`config.mk`:
```
export PLATFORM = sky130hd
export DESIGN_NAME = dslot_fetch
export DESIGN_NICKNAME = d
export VERILOG_FILES = /design/src/rtl/dslot_fetch.sv
export SDC_FILE = /design/constraint.sdc
export NUM_CORES = 2
export LEC_CHECK = 0
export ABC_AREA = 1
export CELL_PAD_IN_SITES_DETAIL_PLACEMENT = 1
export CELL_PAD_IN_SITES_GLOBAL_PLACEMENT = 1
export CORE_UTILIZATION = 36
export CTS_BUF_LIST = sky130_fd_sc_hd__clkbuf_2
export DETAILED_ROUTE_END_ITERATION = 10
export HOLD_SLACK_MARGIN = 0.03
export PLACE_DENSITY = 0.87
export SYNTH_ARGS = -nofsm -noshare
export SYNTH_HDL_FRONTEND = slang
export SYNTH_SLANG_ARGS = --single-unit
```
`constraint.sdc`:
```
create_clock -name clk -period 8.55 [get_ports clk]
set_input_delay 2.565 -clock clk [delete_from_list [all_inputs] [get_ports clk]]
set_output_delay 2.565 -clock clk [all_outputs]
set_load 0.05 [all_outputs]
```
`src/rtl/dslot_fetch.sv`:
```
module dslot_fetch #(
  parameter logic [31:0] RESET_VEC = 32'h0000_1000,
  parameter int LINE_BYTES = 16,
  parameter int FETCH_W = 2,
  parameter int SEQ_W = 16,
  parameter int DS_W = 2
) (
  input  logic                    clk,
  input  logic                    rst_n,
  output logic                    mem_req_valid,
  output logic [31:0]             mem_req_addr,
  input  logic                    mem_rsp_valid,
  input  logic [LINE_BYTES*8-1:0] mem_rsp_data,
  output logic [FETCH_W*32-1:0]   lk_pc,
  input  logic [FETCH_W-1:0]      bp_ctrl,
  input  logic [FETCH_W-1:0]      bp_taken,
  input  logic [FETCH_W-1:0]      bp_annul,
  input  logic [FETCH_W*32-1:0]   bp_target,
  input  logic                    fetch_stall,
  input  logic                    sq_valid,
  input  logic [31:0]             sq_addr,
  input  logic [SEQ_W-1:0]        sq_seq,
  output logic [FETCH_W-1:0]      out_valid,
  output logic [FETCH_W*32-1:0]   out_pc,
  output logic [FETCH_W*32-1:0]   out_insn,
  output logic [FETCH_W*SEQ_W-1:0] out_seq,
  output logic [31:0]             cur_pc,
  output logic [31:0]             cur_npc,
  output logic [31:0]             cur_nnpc
);
  localparam int WORDS = LINE_BYTES / 4;
  localparam int OFF_W = $clog2(LINE_BYTES);
  localparam int IDX_W = OFF_W - 2;

  logic [31:0] pc, npc, nnpc, tag, ds_tgt;
  logic        lvalid, pend, stale, ds_rdy;
  logic [DS_W-1:0]  ds_cnt;
  logic [SEQ_W-1:0] br_seq, seq;
  logic [LINE_BYTES*8-1:0] line_q;
  logic [31:0] lw [WORDS];

  logic [31:0] e_next, e_nn, e_tgt, slot_pc;
  logic [DS_W-1:0]  e_cnt;
  logic             e_rdy, run;
  logic [SEQ_W-1:0] e_bseq, e_n;

  wire [31:0] line_base = {pc[31:OFF_W], {OFF_W{1'b0}}};
  wire        hit = lvalid && (tag == line_base);
  wire        go = hit && !fetch_stall && !sq_valid;

  assign mem_req_valid = !hit && !pend && !fetch_stall && !sq_valid;
  assign mem_req_addr  = line_base;
  assign cur_pc   = pc;
  assign cur_npc  = npc;
  assign cur_nnpc = nnpc;

  for (genvar w = 0; w < WORDS; w++) begin : g_word
    assign lw[w] = line_q[w*32 +: 32];
  end

  for (genvar k = 0; k < FETCH_W; k++) begin : g_lk
    assign lk_pc[k*32 +: 32] = pc + 32'(4 * k);
  end

  always_comb begin
    e_next = pc;
    e_nn   = npc;
    e_tgt  = ds_tgt;
    e_cnt  = ds_cnt;
    e_rdy  = ds_rdy;
    e_bseq = br_seq;
    e_n    = '0;
    run    = go;
    slot_pc = pc;
    out_valid = '0;
    out_pc = '0;
    out_insn = '0;
    out_seq = '0;
    for (int k = 0; k < FETCH_W; k++) begin
      slot_pc = pc + 32'(4 * k);
      out_pc[k*32 +: 32]   = slot_pc;
      out_insn[k*32 +: 32] = lw[pc[OFF_W-1:2] + IDX_W'(k)];
      out_seq[k*SEQ_W +: SEQ_W] = seq + e_n;
      if (run && (int'(pc[OFF_W-1:2]) + k < WORDS) && (slot_pc == e_next)) begin
        out_valid[k] = 1'b1;
        e_n = e_n + 1'b1;
        if (!bp_ctrl[k]) begin
          e_next = slot_pc + 32'd4;
          e_nn   = slot_pc + 32'd8;
        end else if (bp_taken[k]) begin
          e_next = e_nn;
          e_nn   = bp_target[k*32 +: 32];
          e_tgt  = bp_target[k*32 +: 32];
          e_cnt  = e_cnt + 1'b1;
          e_bseq = out_seq[k*SEQ_W +: SEQ_W];
        end else begin
          e_next = bp_annul[k] ? bp_target[k*32 +: 32] : e_nn;
          e_nn   = e_next + 32'd4;
        end
        if (!(bp_ctrl[k] && bp_taken[k]) && (e_cnt != '0)) begin
          e_cnt = e_cnt - 1'b1;
          if (e_cnt == '0) begin
            e_rdy = 1'b1;
            run   = 1'b0;
          end
        end
      end else begin
        run = 1'b0;
      end
    end
  end

  always_ff @(posedge clk) begin
    if (!rst_n) begin
      pc <= RESET_VEC;
      npc <= RESET_VEC + 32'd4;
      nnpc <= RESET_VEC + 32'd8;
      tag <= '0;
      lvalid <= 1'b0;
      pend <= 1'b0;
      stale <= 1'b0;
      line_q <= '0;
      ds_cnt <= '0;
      ds_tgt <= '0;
      ds_rdy <= 1'b0;
      br_seq <= '0;
      seq <= '0;
    end else begin
      if (sq_valid) begin
        pc <= sq_addr;
        npc <= sq_addr + 32'd4;
        nnpc <= sq_addr + 32'd8;
        if (sq_seq <= br_seq) begin
          ds_cnt <= '0;
          ds_tgt <= '0;
          ds_rdy <= 1'b0;
        end
      end else if (e_n != '0) begin
        seq <= seq + e_n;
        ds_cnt <= e_cnt;
        br_seq <= e_bseq;
        ds_tgt <= e_tgt;
        if (e_rdy && e_cnt == '0) begin
          pc <= e_tgt;
          npc <= e_tgt + 32'd4;
          nnpc <= e_tgt + 32'd8;
          ds_rdy <= 1'b0;
        end else begin
          pc <= e_next;
          npc <= e_nn;
          nnpc <= e_nn + 32'd4;
          ds_rdy <= e_rdy;
        end
      end
      if (mem_req_valid) begin
        pend <= 1'b1;
        tag <= line_base;
        lvalid <= 1'b0;
      end
      if (mem_rsp_valid && pend) begin
        pend <= 1'b0;
        stale <= 1'b0;
        if (!stale && !sq_valid) begin
          lvalid <= 1'b1;
          line_q <= mem_rsp_data;
        end
      end else if (sq_valid && pend) begin
        stale <= 1'b1;
      end
    end
  end

  a_r2_single_req: assert property (@(posedge clk) disable iff (!rst_n)
    mem_req_valid |=> !mem_req_valid);

  a_r10_squash_pc: assert property (@(posedge clk) disable iff (!rst_n)
    sq_valid |=> (cur_pc == $past(sq_addr)) && (cur_nnpc == $past(sq_addr) + 32'd8));

  a_r10_no_emit: assert property (@(posedge clk) disable iff (!rst_n)
    sq_valid |-> out_valid == '0);

  a_r13_stall_hold: assert property (@(posedge clk) disable iff (!rst_n)
    (fetch_stall && !sq_valid) |=> $stable(cur_pc) && $stable(cur_npc));

  for (genvar k = 1; k < FETCH_W; k++) begin : g_pack
    a_r3_packed: assert property (@(posedge clk) disable iff (!rst_n)
      out_valid[k] |-> out_valid[k-1]);
  end
endmodule

```
# After elaboration in Yosys (flattened, before gate mapping)
# Cells that the tools add are included.
word_totals:
  word_cells: 157
  output_inout_bits: 355
  register_bits: 322
  in_bits: 251
classes:
  addsub: 20
  n_eq_ne: 3
  n_bitwise: 4
  n_reduce_logical: 35
  muxes: 77
  n_lt_le_gt_ge: 5
op_table:
  columns: ["cell", "n"]
  rows:
  - ["two-way mux 32 bit", 36]
  - ["adder 32 x 3 -> 32 bit (second input constant)", 7]
  - ["adder 32 x 4 -> 32 bit (second input constant)", 4]
  - ["binary-select mux 32 bit (select 2 bit)", 2]
  - ["two-way mux 16 bit", 7]
  - ["adder 16 bit", 2]
  - ["== test 32 bit", 1]
  - ["== test 28 bit", 1]
  - ["two-way mux 2 bit", 13]
  - ["two-way mux 1 bit", 19]
  - ["logical AND 1 bit", 17]
  - ["adder 16 x 1 -> 16 bit (second input constant)", 1]
  - ["less-or-equal comparator 16 bit", 1]
  - ["nonzero test 16 bit", 1]
  - ["zero test 1 bit", 7]
  - ["adder 2 x 1 -> 2 bit (second input constant)", 3]
  - ["greater-or-equal comparator 3 bit (second input constant)", 2]
  - ["zero test 2 bit", 3]
  - ["inverter 2 -> 3 bit", 2]
  - ["AND reduction 2 bit", 3]
  - ["nonzero test 2 bit", 3]
  - ["subtractor 2 x 1 -> 2 bit (second input constant)", 2]
  - ["adder 2 x 1 -> 3 bit (second input constant)", 1]
  - ["less-than comparator 2 x 3 -> 1 bit (second input constant)", 1]
  - ["other kinds (4)", 5]

# Longest topological paths before layout
logic_depth:
  ltp_word: 23
  ltp_mapped: 39
  depth_no_buf: 37

# Least setup slack after synthesis
# Ideal clock, no wire load.
synth_path:
  kind: "in2out"
  from: "in bp_ctrl[0]"
  to: "out out_valid[1]"
  path_slack_ns: 0.261
  required_ns: 5.985
  t_arrival_ns: 5.724
  path_buffers: 6
  stages: 20
  cell_sequence: "nand2_1 -> inv_1 -> buf_2 -> buf_2 -> buf_1 -> nand2_1 -> xor2_1 -> inv_1 -> ha_1 -> nor2_1 -> nand2_1 -> nand4_1 -> nor2_1 -> nand2_1 -> nor2_2 -> nand3_4 -> clkinv_2 -> buf_6 -> clkbuf_1 -> clkbuf_1"
synth_via:
  elab_chain_len: 10
  word_cells_on_any_way: 17
  classes_between: "add/sub (1); eq/ne (1); mux (8); reduce/logical (7)"
synth_rtl:
  columns: ["item", "line_no", "text"]
  rows:
  - ["from (decl)", "15", "input logic [FETCH_W-1:0] bp_ctrl,"]
  - ["two-way mux 2 bit", "87", "if (!bp_ctrl[k]) begin"]
  - ["two-way mux 2 bit", "84", "if (run && (int'(pc[OFF_W-1:2]) + k < WORDS) && (slot_pc == e_next)) begin"]
  - ["subtractor 2 x 1 -> 2 bit", "101", "e_cnt = e_cnt - 1'b1;"]
  - ["zero test 2 bit", "102", "if (e_cnt == '0) begin"]
  - ["two-way mux 1 bit", "102", null]
  - ["two-way mux 1 bit", "100", "if (!(bp_ctrl[k] && bp_taken[k]) && (e_cnt != '0)) begin"]
  - ["two-way mux 1 bit", "84", null]
  - ["logical AND 1 bit", "84", null]
  - ["logical AND 1 bit *", "84", null]
  - ["two-way mux 1 bit *", "84", null]
  - ["to (decl)", "23", "output logic [FETCH_W-1:0] out_valid,"]
# Every way passes the cells marked *; elsewhere a longest branch is shown, timed or not. The select of a mux whose other input is x is not followed.

# Worst setup path after layout
layout_path:
  from: "reg pc[4], in the netlist cur_pc[4]"
  to: "out out_valid[1]"
layout_via:
  elab_chain_len: 10
  word_cells_on_any_way: 15
  classes_between: "add/sub (1); eq/ne (2); mux (6); reduce/logical (6)"
layout_rtl:
  columns: ["item", "line_no", "text"]
  rows:
  - ["from (decl)", "35", "logic [31:0] pc, npc, nnpc, tag, ds_tgt;"]
  - ["from (signal assigned)", "130", "pc <= sq_addr;"]
  - ["from (signal assigned)", "144", "pc <= e_tgt;"]
  - ["from (signal assigned)", "149", "pc <= e_next;"]
  - ["parallel branches: the longest is 8 deep, another holds adder 32 x 3 -> 32 bit", null, null]
  - ["logical AND 1 bit *", "84", null]
  - ["two-way mux 1 bit *", "84", null]
# Mark *: on every way between the ends.

==> out/summary.md <==
The run finished with clean final reports. The area after detailed placement was 38400 sq um. The first TritonRoute pass finished after 8 iterations. By instance count, the cell type seen most on the critical path is sky130_fd_sc_hd__nand2_1. The worst path in the final design needs a cycle of 8520 ps, including I/O delays and setup.

Mean instance size in the synthesized netlist: 5.49 sq um. The tools report the via count of the first global-routing pass as 42.9k. The aggregate routed wire length is 228000 microns. Worst setup path startpoint: cur_pc[4]. At the pin with the least slew margin, the transition time is 1220 ps. The setup fix buffers added after clock tree synthesis was 0; the worst slack after detailed placement was 384 ps.

The run gives 5680 as the gate count after technology mapping. The HPWL after detailed placement is 181000 microns. The run gives 0 as the total setup violations reported at the end of the flow.

The worst register-to-register path ends at cur_nnpc[30]. After detailed routing, the number of vias per cell comes to 6.07. The share of the clock period used by the worst path came out at 99.6%. Traced cell by cell, the critical path runs through ha_1 -> nand2_1 -> inv_1 -> nand2_1 -> xor2_1 -> inv_1 -> nand3_1 -> nand2_1 -> inv_1 -> nand2_1 -> nor2_1 -> nand2_1 -> nor2_2 -> nand3_4 -> clkinv_2 -> buf_12.

The clock passes through at most 3 buffers. The tools report the maximum clock skew at final layout as 211 ps. Setup repair after global routing left no endpoint under its margin. For this run, the share of the core covered by cells in the final layout is 46.0%. The timing-limited maximum frequency is 0.117 GHz, and the number of distinct library cells after synthesis is 64. The hold violation total from the final report was 0. Once routing completed, OpenROAD measured the worst setup slack at 32.7 ps. The worst register-to-register path has a setup slack of 1130 ps.

Power spread over the standard cell area amounts to 124 nW/um^2. The library cell used as clock root buffer is sky130_fd_sc_hd__clkbuf_2. The run gives 1390 ps as the clock latency on the worst-skew pair.

For the routability congestion estimate, the log shows 1.10. The critical path ends at out_valid[1]. The initial utilization of the core area, before any placement, comes to 36.5%. The tools report the sequential cell area fraction in the yosys report as 20.5%. The mapped netlist covers 31200 sq um. STA classifies the critical path endpoint as an output port. The worst reg-to-reg path cell count is 27.

The total via count in the routed design was 44.9k. The wire length of the first global-routing pass is 314000 microns. The global-route usage over all layers was 50.2%; the fraction of final layout cells with drive strength greater than 1 was 8.64%. Data arrives at the worst endpoint at 5950 ps.

Measured along the x axis, the die boundary spans 296 microns. Entering global routing, the biggest net connects 105 pins. Counting flops with a built-in enable in the synthesized netlist gives 0.

After clock tree synthesis, the clock-pin slew on the worst setup and hold paths is 110 ps. Clock tree synthesis found a total of 320 sinks. Across the VDD grid, the largest voltage drop is 104 uV. The finished cells cover 39300 sq um. For the number of cells upsized or downsized after cts, the log shows 0. Counting flops and latches in the post-synthesis netlist gives 320. The die covers 87800 sq um.

For the static leakage power, the log shows 17.1 nW. Adding up every negative setup slack in the final design gives 0 ps. Measured along the y axis, the die boundary spans 296 microns. The beginning of the worst register-to-register path is cur_pc[4].

At the worst endpoint, the required time is 5990 ps. Of all nets on the critical path, the largest fanout is 13. During synthesis, Yosys emitted a total of 0 warnings. Once detail routing completed, the nets flagged for antenna violations numbered 0.

The number of instances in the placed design was 7225. The element type at the critical path start was a flop. TritonCTS created 96 clock buffers. The core region is 85500 sq um. Post-route DRC violation count: 0.

In the final routed layout, each cell accounts on average for 30.8 microns. The top-level port count was 606; the growth of design area from synthesis to finish was 26.0%. The worst pin sits at a relative slew slack of 18.4%. The kind of critical path was flop to output port. The count of buffers from port buffering works out to 601. After the first detailed-routing iteration, the DRC count stood at 5779. For this run, the leading register cell type out of synthesis is sky130_fd_sc_hd__dfxtp_1. The number of standard cells in the final layout excluding fillers was 7407.

The initial antenna violation count is 21, and the maximum single-stage delay on the critical path is 1020 ps. Max-cap violations in this run came to 0. The clock tree synthesis step divided the H-tree into 3 levels. The share of async-settable or async-resettable flops after synthesis is 0%, and the site row count is 107. The largest individual stage delay along the critical path comes from the cell sky130_fd_sc_hd__dfxtp_1.

TritonCTS built the clock tree. The kind of path behind the tightest hold check is flop to flop. The run gives 0 as the final max-slew violation count. The tools report the overflow left after global routing as 0. The tools report the number of buffers inserted for hold repair after clock tree synthesis as 0. In the final design database the tool counted 6467 nets.
[Yosys cell counts, drive strengths merged (7+ instances only)]
cell / instances / area share (%)
clkbuf: 193 / 2.3
nor3: 42 / 0.69
nand3: 360 / 5.9
nor4: 12 / 0.24
buf: 243 / 5.1
xor2: 77 / 2.2
nand3b: 7 / 0.17
ha: 36 / 1.4
inv: 523 / 6.3
o221ai: 16 / 0.45
o211ai: 60 / 1.4
or2: 26 / 0.52
xnor2: 14 / 0.39
a31oi: 51 / 1.0
a21oi: 313 / 5.2
nor2: 983 / 12
dfxtp: 320 / 21
o21ai: 588 / 9.4
o22ai: 105 / 2.1
a22oi: 17 / 0.41
nand4: 69 / 1.4
nand2: 1563 / 19
a221oi: 8 / 0.22
o2111ai: 8 / 0.22
[logic make-up after synthesis]
logic type	share of synthesized area, %
other cells	0.0120
simple gates	40.2
buf+inv	13.8
compound gates	21.3
mux	0.0963
fa+ha+maj	1.51
xor+xnor	2.58
flops	20.5
[worst max-delay path: cells and delay by family (launching register included)]
kind	cells	cell delay (ps)
xor gates and xnor gates	1	860
DFF	1	1020
adders and majority gates	1	440
and+or+nand+nor	9	1260
buffers and inverters	5	980
[layout make-up]
| class | instances | area, sq um |
|---|---|---|
| Fill cell | 11864 | 46200 |
| Sequential cell | 320 | 6410 |
| Clock buffer | 132 | 661 |
| Inverter | 528 | 1990 |
| Antenna cell | 25 | 62.6 |
| Multi-Input combinational cell | 4399 | 20500 |
| Tap cell | 1144 | 1430 |
| Clock inverter | 25 | 168 |
| Timing Repair Buffer | 834 | 8050 |
[metal layers]
| layer | GRT usage [%] | routed length, microns | part of all wire, % | vias up |
|---|---|---|---|---|
| li1 | - | - | - | 19423 |
| met1 | 62.2 | 86800 | 38 | 21713 |
| met2 | 72.5 | 92700 | 41 | 3098 |
| met3 | 16.8 | 29600 | 13 | 688 |
| met4 | 35.6 | 18800 | 8.3 | 6 |
| met5 | 0 | 68 | 0.030 | - |
[state kept, by name, summed over array words and instances (netlist names), 2 cells and up]
| register | cells |
|---|---|
| line_q | 128 |
| cur_npc | 32 |
| cur_pc | 32 |
| ds_tgt | 32 |
| cur_nnpc | 30 |
| tag | 28 |
| br_seq | 16 |
| seq | 16 |
| ds_cnt | 2 |
[layout by cell type, fill, tap and decap left out, types with 10 or more instances in the layout]
cell type / instances
sky130_fd_sc_hd__ha_1: 36
sky130_fd_sc_hd__diode_2: 25
sky130_fd_sc_hd__o21ai_0: 553
sky130_fd_sc_hd__dfxtp_1: 318
sky130_fd_sc_hd__o211ai_1: 60
sky130_fd_sc_hd__nand4_1: 69
sky130_fd_sc_hd__nor4_1: 12
sky130_fd_sc_hd__inv_1: 485
sky130_fd_sc_hd__buf_12: 28
sky130_fd_sc_hd__o22ai_1: 105
sky130_fd_sc_hd__nor2_1: 938
sky130_fd_sc_hd__o221ai_1: 16
sky130_fd_sc_hd__a21oi_1: 301
sky130_fd_sc_hd__buf_4: 224
sky130_fd_sc_hd__nand2_1: 1552
sky130_fd_sc_hd__clkdlybuf4s50_1: 578
sky130_fd_sc_hd__nand2_2: 10
sky130_fd_sc_hd__a22oi_1: 17
sky130_fd_sc_hd__or2_2: 20
sky130_fd_sc_hd__nor2_2: 40
sky130_fd_sc_hd__xnor2_1: 14
sky130_fd_sc_hd__nand3_1: 354
sky130_fd_sc_hd__a21oi_2: 12
sky130_fd_sc_hd__clkbuf_2: 132
sky130_fd_sc_hd__clkinv_1: 19
sky130_fd_sc_hd__o21ai_1: 34
sky130_fd_sc_hd__a31oi_1: 51
sky130_fd_sc_hd__nor3_1: 39
sky130_fd_sc_hd__inv_2: 35
sky130_fd_sc_hd__xor2_1: 76
[worst min path at each step]
stage                           from         end  slack (ps)  cells past startpoint
after floorplan                stale       stale         440                      2
after global placement     ds_tgt[0]   ds_tgt[0]         450                      2
after detailed placement   ds_tgt[9]   ds_tgt[9]         450                      2
after CTS                  ds_tgt[9]   ds_tgt[9]         470                      2
after global routing      ds_tgt[24]  ds_tgt[24]         490                      2
final                      ds_tgt[9]   ds_tgt[9]         470                      2
[power by group]
group	internal (mW)	switching [mW]
logic	0.561	1.39
clock network	0.456	0.822
registers	1.55	0.0853
[stage by stage]
stage / total power [mW] / hold slack (ps)
after CTS: 4.77 / 466
after floorplan: 2.68 / 438
after detailed placement: 3.53 / 453
after global placement: 3.50 / 450
after global routing: 4.98 / 489
final: 4.87 / 472
(Power assumes the default switching activity.)
